File: src/rtl/adc_seq_pkg.sv
package adc_seq_pkg;
  typedef enum logic [1:0] {
    ST_IDLE  = 2'd0,
    ST_CONV  = 2'd1,
    ST_SLEEP = 2'd2,
    ST_WAKE  = 2'd3
  } seq_state_e;
endpackage

File: src/rtl/adc_seq_sync.sv
module adc_seq_sync #(
  parameter int   STAGES  = 2,
  parameter logic RST_VAL = 1'b1
) (
  input  logic clk_i,
  input  logic rst_ni,
  input  logic d_i,
  output logic q_o
);
  logic [STAGES-1:0] sr_q;

  generate
    if (STAGES == 1) begin : g_one
      always_ff @(posedge clk_i or negedge rst_ni) begin
        if (!rst_ni) sr_q <= RST_VAL;
        else         sr_q <= d_i;
      end
    end else begin : g_many
      always_ff @(posedge clk_i or negedge rst_ni) begin
        if (!rst_ni) sr_q <= {STAGES{RST_VAL}};
        else         sr_q <= {sr_q[STAGES-2:0], d_i};
      end
    end
  endgenerate

  assign q_o = sr_q[STAGES-1];
endmodule

File: src/rtl/adc_seq_fsm.sv
module adc_seq_fsm
  import adc_seq_pkg::*;
#(
  parameter int PERIOD = 1600,
  parameter int WAKE   = 3083
) (
  input  logic       clk_i,
  input  logic       rst_ni,
  input  logic       conv_si,
  input  logic       awake_si,
  input  logic       rd_i,
  output logic       done_o,
  output logic       rdy_no,
  output seq_state_e state_o
);
  localparam int LIM   = (PERIOD > WAKE) ? PERIOD : WAKE;
  localparam int CNT_W = $clog2(LIM + 1);
  localparam logic [CNT_W-1:0] ONE    = CNT_W'(1);
  localparam logic [CNT_W-1:0] LAST_C = CNT_W'(PERIOD - 1);
  localparam logic [CNT_W-1:0] PRE_C  = CNT_W'(PERIOD - 2);
  localparam logic [CNT_W-1:0] LAST_W = CNT_W'(WAKE - 1);

  seq_state_e       state_q, state_d;
  logic [CNT_W-1:0] cnt_q, cnt_d;
  logic             done, pre_done;

  assign done     = awake_si && (state_q == ST_CONV) && (cnt_q == LAST_C);
  assign pre_done = awake_si && (state_q == ST_CONV) && (cnt_q == PRE_C);

  always_comb begin
    state_d = state_q;
    cnt_d   = cnt_q;
    if (!awake_si) begin
      state_d = ST_SLEEP;
      cnt_d   = '0;
    end else begin
      unique case (state_q)
        ST_IDLE: if (!conv_si) begin
          // request-detect cycle counts as the first conversion cycle
          state_d = ST_CONV;
          cnt_d   = ONE;
        end
        ST_CONV: if (cnt_q == LAST_C) begin
          cnt_d = '0;
          if (conv_si) state_d = ST_IDLE;
        end else begin
          cnt_d = cnt_q + ONE;
        end
        ST_SLEEP: begin
          state_d = ST_WAKE;
          cnt_d   = '0;
        end
        ST_WAKE: if (cnt_q == LAST_W) begin
          state_d = ST_IDLE;
          cnt_d   = '0;
        end else begin
          cnt_d = cnt_q + ONE;
        end
        default: state_d = ST_IDLE;
      endcase
    end
  end

  always_ff @(posedge clk_i or negedge rst_ni) begin
    if (!rst_ni) begin
      state_q <= ST_IDLE;
      cnt_q   <= '0;
    end else begin
      state_q <= state_d;
      cnt_q   <= cnt_d;
    end
  end

  always_ff @(posedge clk_i or negedge rst_ni) begin
    if (!rst_ni)                             rdy_no <= 1'b1;
    else if (done)                           rdy_no <= 1'b0;
    else if (!awake_si || rd_i || pre_done)  rdy_no <= 1'b1;
  end

  assign done_o  = done;
  assign state_o = state_q;
endmodule

File: src/rtl/adc_seq_coder.sv
module adc_seq_coder #(
  parameter int DATA_W = 24
) (
  input  logic              clk_i,
  input  logic              rst_ni,
  input  logic              load_i,
  input  logic              bipolar_i,
  input  logic [DATA_W-1:0] sample_i,
  output logic [DATA_W-1:0] data_o
);
  logic [DATA_W-1:0] coded;

  // offset binary: flip the sign bit of the two's-complement value
  assign coded = {sample_i[DATA_W-1] ^ ~bipolar_i, sample_i[DATA_W-2:0]};

  always_ff @(posedge clk_i or negedge rst_ni) begin
    if (!rst_ni)     data_o <= '0;
    else if (load_i) data_o <= coded;
  end
endmodule

File: src/rtl/adc_conv_seq.sv
module adc_conv_seq
  import adc_seq_pkg::*;
#(
  parameter int DATA_W = 24,
  parameter int PERIOD = 1600,
  parameter int WAKE   = 3083,
  parameter int SYNC   = 2
) (
  input  logic              clk_i,
  input  logic              rst_ni,
  input  logic              conv_ni,
  input  logic              sleep_ni,
  input  logic              bipolar_i,
  input  logic              rd_i,
  input  logic [DATA_W-1:0] sample_i,
  output logic              rdy_no,
  output logic [DATA_W-1:0] data_o,
  output logic              viol_o
);
  logic       conv_s, awake_s, done;
  seq_state_e state;

  adc_seq_sync #(.STAGES(SYNC), .RST_VAL(1'b1)) u_conv_sync (
    .clk_i (clk_i),
    .rst_ni(rst_ni),
    .d_i   (conv_ni),
    .q_o   (conv_s)
  );

  adc_seq_sync #(.STAGES(SYNC), .RST_VAL(1'b1)) u_sleep_sync (
    .clk_i (clk_i),
    .rst_ni(rst_ni),
    .d_i   (sleep_ni),
    .q_o   (awake_s)
  );

  adc_seq_fsm #(.PERIOD(PERIOD), .WAKE(WAKE)) u_fsm (
    .clk_i   (clk_i),
    .rst_ni  (rst_ni),
    .conv_si (conv_s),
    .awake_si(awake_s),
    .rd_i    (rd_i),
    .done_o  (done),
    .rdy_no  (rdy_no),
    .state_o (state)
  );

  adc_seq_coder #(.DATA_W(DATA_W)) u_coder (
    .clk_i    (clk_i),
    .rst_ni   (rst_ni),
    .load_i   (done),
    .bipolar_i(bipolar_i),
    .sample_i (sample_i),
    .data_o   (data_o)
  );

  assign viol_o = ~rst_ni & ~sleep_ni;
endmodule

File: config.mk
export PLATFORM = sky130hd
export DESIGN_NAME = adc_conv_seq
export DESIGN_NICKNAME = d
export VERILOG_FILES = /design/src/rtl/adc_seq_pkg.sv /design/src/rtl/adc_seq_sync.sv /design/src/rtl/adc_seq_fsm.sv /design/src/rtl/adc_seq_coder.sv /design/src/rtl/adc_conv_seq.sv
export SDC_FILE = /design/constraint.sdc
export NUM_CORES = 1
export LEC_CHECK = 0
export BUFFER_PORTS_ARGS = -buffer_cell sky130_fd_sc_hd__buf_2
export CAP_MARGIN = 10
export CORE_AREA = 2 2 69 71
export DETAILED_ROUTE_END_ITERATION = 10
export DIE_AREA = 0 0 71 73
export PLACE_DENSITY = 0.73
export SYNTH_ARGS = -nofsm -noshare
export SYNTH_HDL_FRONTEND = slang
export SYNTH_SLANG_ARGS = --single-unit
File: constraint.sdc
create_clock -name clk_i -period 2.1 [get_ports clk_i]
set_input_delay 0.21 -clock clk_i [delete_from_list [all_inputs] [get_ports clk_i]]
set_output_delay 0.21 -clock clk_i [all_outputs]
set_load 0.02 [all_outputs]
==> implementation parameters <==
Parameter                              Value

Outcome
  Outcome ... finished clean

Cells and area
  Proportion of layout cells with a drive suffix above 1 ... between 40% and 50%
  Post-Layout Cell Count ... 273
  Number of nets at the end of the flow ... 250
  Fraction of the core area covered by cells at the end of the flow ... 55.0%
  Final std cell area, no fill ... 2490 sq um
  Relative area change from synthesis to final layout ... 25.4%
  Antenna cell count ... 0

Worst setup path
  Critical path depth in cells ... 6
  CP required ... 2.28 ns
  Maximum net fanout on the critical path ... 26
  Arrival time of the worst setup path ... 2.23 ns
  R2R depth ... 6
  Biggest cell delay along the critical path ... 0.42 ns
  Critical path class ... register to register
  Kind of cell adding the most delay to the critical path ... simple AND/OR/NAND/NOR gates
  Worst path buffer plus inverter count ... 1
  Slowest cell on crit path ... sky130_fd_sc_hd__or3_1
  List of cells traversed by the critical path ... ha_1, nand3_4, or2_4, or3_1, buf_12, mux2_4
  Worst setup EP type ... register
  Type of element launching the critical path ... register

Route
  First-pass detailed-route iteration total ... 4
  Violation count after the first detailed-route iteration ... 60
  DR vias/cell ... 5.25
  Routed len/inst ... approximately 15 um
  Met3 WL post-DR ... 197 um
  Total Routed Length ... a little under 4000 um
  Vias after detailed routing ... 1434
  Detailed route wirelength on metal2 ... 1910 um
  Detailed-route wire length on metal 1 ... 1820 um
  Top Layer Used ... met4
  Final ANT Viol Nets ... 0
  Total DRC errors in the routed layout ... 0

Synthesis
  Flop and latch count out of synthesis ... between 40 and 50
  Net count after synthesis ... 184
  Count of cell types in the netlist ... 43
  Primary flip-flop cell chosen by synthesis mapping ... sky130_fd_sc_hd__dfrtp_1
  EDFF count, synth ... 0
  Sequential area share after synthesis ... 54.4%
  Area of the mapped netlist ... 1990 sq um
  Average footprint of a synthesized cell ... 13.1 sq um
  Synthesized instance count ... 152
  Fraction of synthesis flops using an asynchronous set or reset pin ... between 90% and 100%
  Number of warnings printed during yosys synthesis ... 0

Timing
  Setup violations, final ... 0
  FMAX ... 0.487 GHz
  Clock skew ... 0.00661 ns
  Share of the clock period used by the worst path ... between 90% and 100%
  Worst slack on hold paths ... 0.0180 ns
  Final-report max-slew violation count ... 0
  Final total negative setup slack ... 0 ns
  Pin slew with the least headroom to its limit ... 0.534 ns
  Post-route setup slack ... 0.0476 ns
  Crit path time final ... 2.05 ns
  Slew HR ... between 60 and 70%
  Number of hold violations in the final report ... 0

Job
  Number of violations of the max-capacitance limit ... 0

Hold path
  Class of the most critical hold timing path ... input pin to async pin

Placement
  Number of cells in the design after placement ... 265
  Post-place instance area ... 2350 sq um
  Number of port buffers ... 55
  Worst slack after detailed placement ... 0.0655 ns
  DP Wirelength ... 2880 um
  Last weighted congestion value of the routability-driven placer ... 0.857

Die
  DIE AREA ... 5180 sq um
  Horiz. Die Dim ... 71 um
  Die Height ... between 70 and 80 um
  Effective utilization at floorplan ... 43.8%
  I/O Pins ... 56
  Total number of placement rows ... 25
  Core region area ... between 4000 and 5000 sq um

GRT
  Global-route usage over all layers ... 16.2%
  Remaining global-route overflow ... 0
  Number of antenna violations at the first check in global routing ... 0
  Largest net degree at the start of global routing ... 44
  Vias in the first global route ... around 1400
  First-pass GRT wire length ... roughly 6600 um

Clock network
  Clk Tree Root Cell ... sky130_fd_sc_hd__clkbuf_8
  Buffers inserted during post-CTS setup optimization ... 0
  Number of buffers created by CTS ... 5
  Quantity of hold-fixing buffers added after cts ... 0
  PostCTS Resize Cnt ... 0
  Clock Sinks ... 43
  Register clock-pin slew on the reported worst setup and hold paths ... 0.08 ns
  Max H-tree Level ... 2
  CTS max path bufs ... 2
  Clock latency of the later-clocked register in the worst-skew pair ... 0.29 ns
  Clock tree from TritonCTS ... yes

Pwr
  Power density over the cells ... slightly above 700 nW/um^2
  Peak supply drop ... 0.433 mV
  Leakage Power ... 1.26 nW
  Total design power ... 1.78 mW
-- cells in the mapped netlist, types with 2 or more instances --
cell | instances | area, sq um
sky130_fd_sc_hd__nand3_1 | 6 | 30.0
sky130_fd_sc_hd__a22o_1 | 3 | 26.3
sky130_fd_sc_hd__a211o_1 | 2 | 17.5
sky130_fd_sc_hd__and3_1 | 5 | 31.3
sky130_fd_sc_hd__or3_1 | 2 | 12.5
sky130_fd_sc_hd__o21ai_0 | 8 | 40.0
sky130_fd_sc_hd__nor3b_1 | 2 | 15.0
sky130_fd_sc_hd__nor2_1 | 4 | 15.0
sky130_fd_sc_hd__nor3_1 | 5 | 25.0
sky130_fd_sc_hd__a21oi_1 | 2 | 10.0
sky130_fd_sc_hd__mux2_4 | 17 | 255
sky130_fd_sc_hd__ha_1 | 2 | 25.0
sky130_fd_sc_hd__inv_1 | 3 | 11.3
sky130_fd_sc_hd__nand2_1 | 12 | 45.0
sky130_fd_sc_hd__dfrtp_1 | 38 | 951
sky130_fd_sc_hd__and4_1 | 2 | 17.5
sky130_fd_sc_hd__mux2_2 | 6 | 67.6
sky130_fd_sc_hd__dfstp_2 | 5 | 131
sky130_fd_sc_hd__a31oi_1 | 4 | 25.0
-- area by class of cell --
class	instances	area, sq um
well taps	54	67.6
fillers	388	2040
clock inverters	2	60.1
flip-flops and latches	43	1080
clock buffers	6	72.6
repair buffers	62	340
multi-input cells	103	858
inverters	3	11.3
-- cell usage in the layout (no fill, tap or decap), types with 2 or more instances in the layout --
cell type and n:
sky130_fd_sc_hd__bufinv_16 2, sky130_fd_sc_hd__o21ai_0 8, sky130_fd_sc_hd__and3_1 5, sky130_fd_sc_hd__nor3_1 5, sky130_fd_sc_hd__ha_1 2, sky130_fd_sc_hd__and4_1 2
sky130_fd_sc_hd__inv_1 3, sky130_fd_sc_hd__dfstp_2 5, sky130_fd_sc_hd__buf_4 6, sky130_fd_sc_hd__dfrtp_1 38, sky130_fd_sc_hd__a31oi_1 4, sky130_fd_sc_hd__a21oi_1 2
sky130_fd_sc_hd__a22o_1 3, sky130_fd_sc_hd__mux2_4 17, sky130_fd_sc_hd__nor3b_1 2, sky130_fd_sc_hd__nand3_1 6, sky130_fd_sc_hd__or3_1 2, sky130_fd_sc_hd__mux2_2 6
sky130_fd_sc_hd__nand2_1 12, sky130_fd_sc_hd__nor2_1 4, sky130_fd_sc_hd__buf_2 55, sky130_fd_sc_hd__a211o_1 2, sky130_fd_sc_hd__clkbuf_8 5
-- cells by family after synthesis --
kind of cell | synth area share, %
multiplexers | 16.2
buffers and inverters | 2.89
flip-flops | 54.4
adder cells (fa/ha/maj) | 1.26
AO/OA/AOI/OAI | 8.81
AND/OR/NAND/NOR | 15.5
XOR/XNOR | 0.881
-- metal layers --
layer	vias up	GRT usage (%)
met5	-	0
met4	0	5.66
met3	8	3.04
met2	45	24.3
met1	693	23.5
li1	688	-
-- where the power goes --
group	internal, mW	switching (mW)
registers	0.860	0.0173
logic	0.0724	0.0820
clock network	0.475	0.270
-- state kept, by name, summed over array words and instances, names as in the netlist --
register           cells
u_coder.data_o        24
u_conv_sync.sr_q       2
u_fsm.cnt_q           12
u_fsm.rdy_no           1
u_fsm.state_o          2
u_sleep_sync.sr_q      2
-- path summary, 6_finish.rpt --
check                                         start              endpoint  slack [ns]
max in group asynchronous                    rst_ni  u_sleep_sync.sr_q[0]        1.71
worst min-delay path                         rst_ni        u_fsm.cnt_q[5]        0.02
worst max-delay path                 u_fsm.cnt_q[0]    u_coder.data_o[10]        0.05
worst max register to register       u_fsm.cnt_q[0]    u_coder.data_o[10]        0.05
worst min register to register  u_conv_sync.sr_q[0]   u_conv_sync.sr_q[1]        0.35
min in group clk_i                          conv_ni   u_conv_sync.sr_q[0]        0.02
Note: power is estimated with default switching activity, not from simulation.
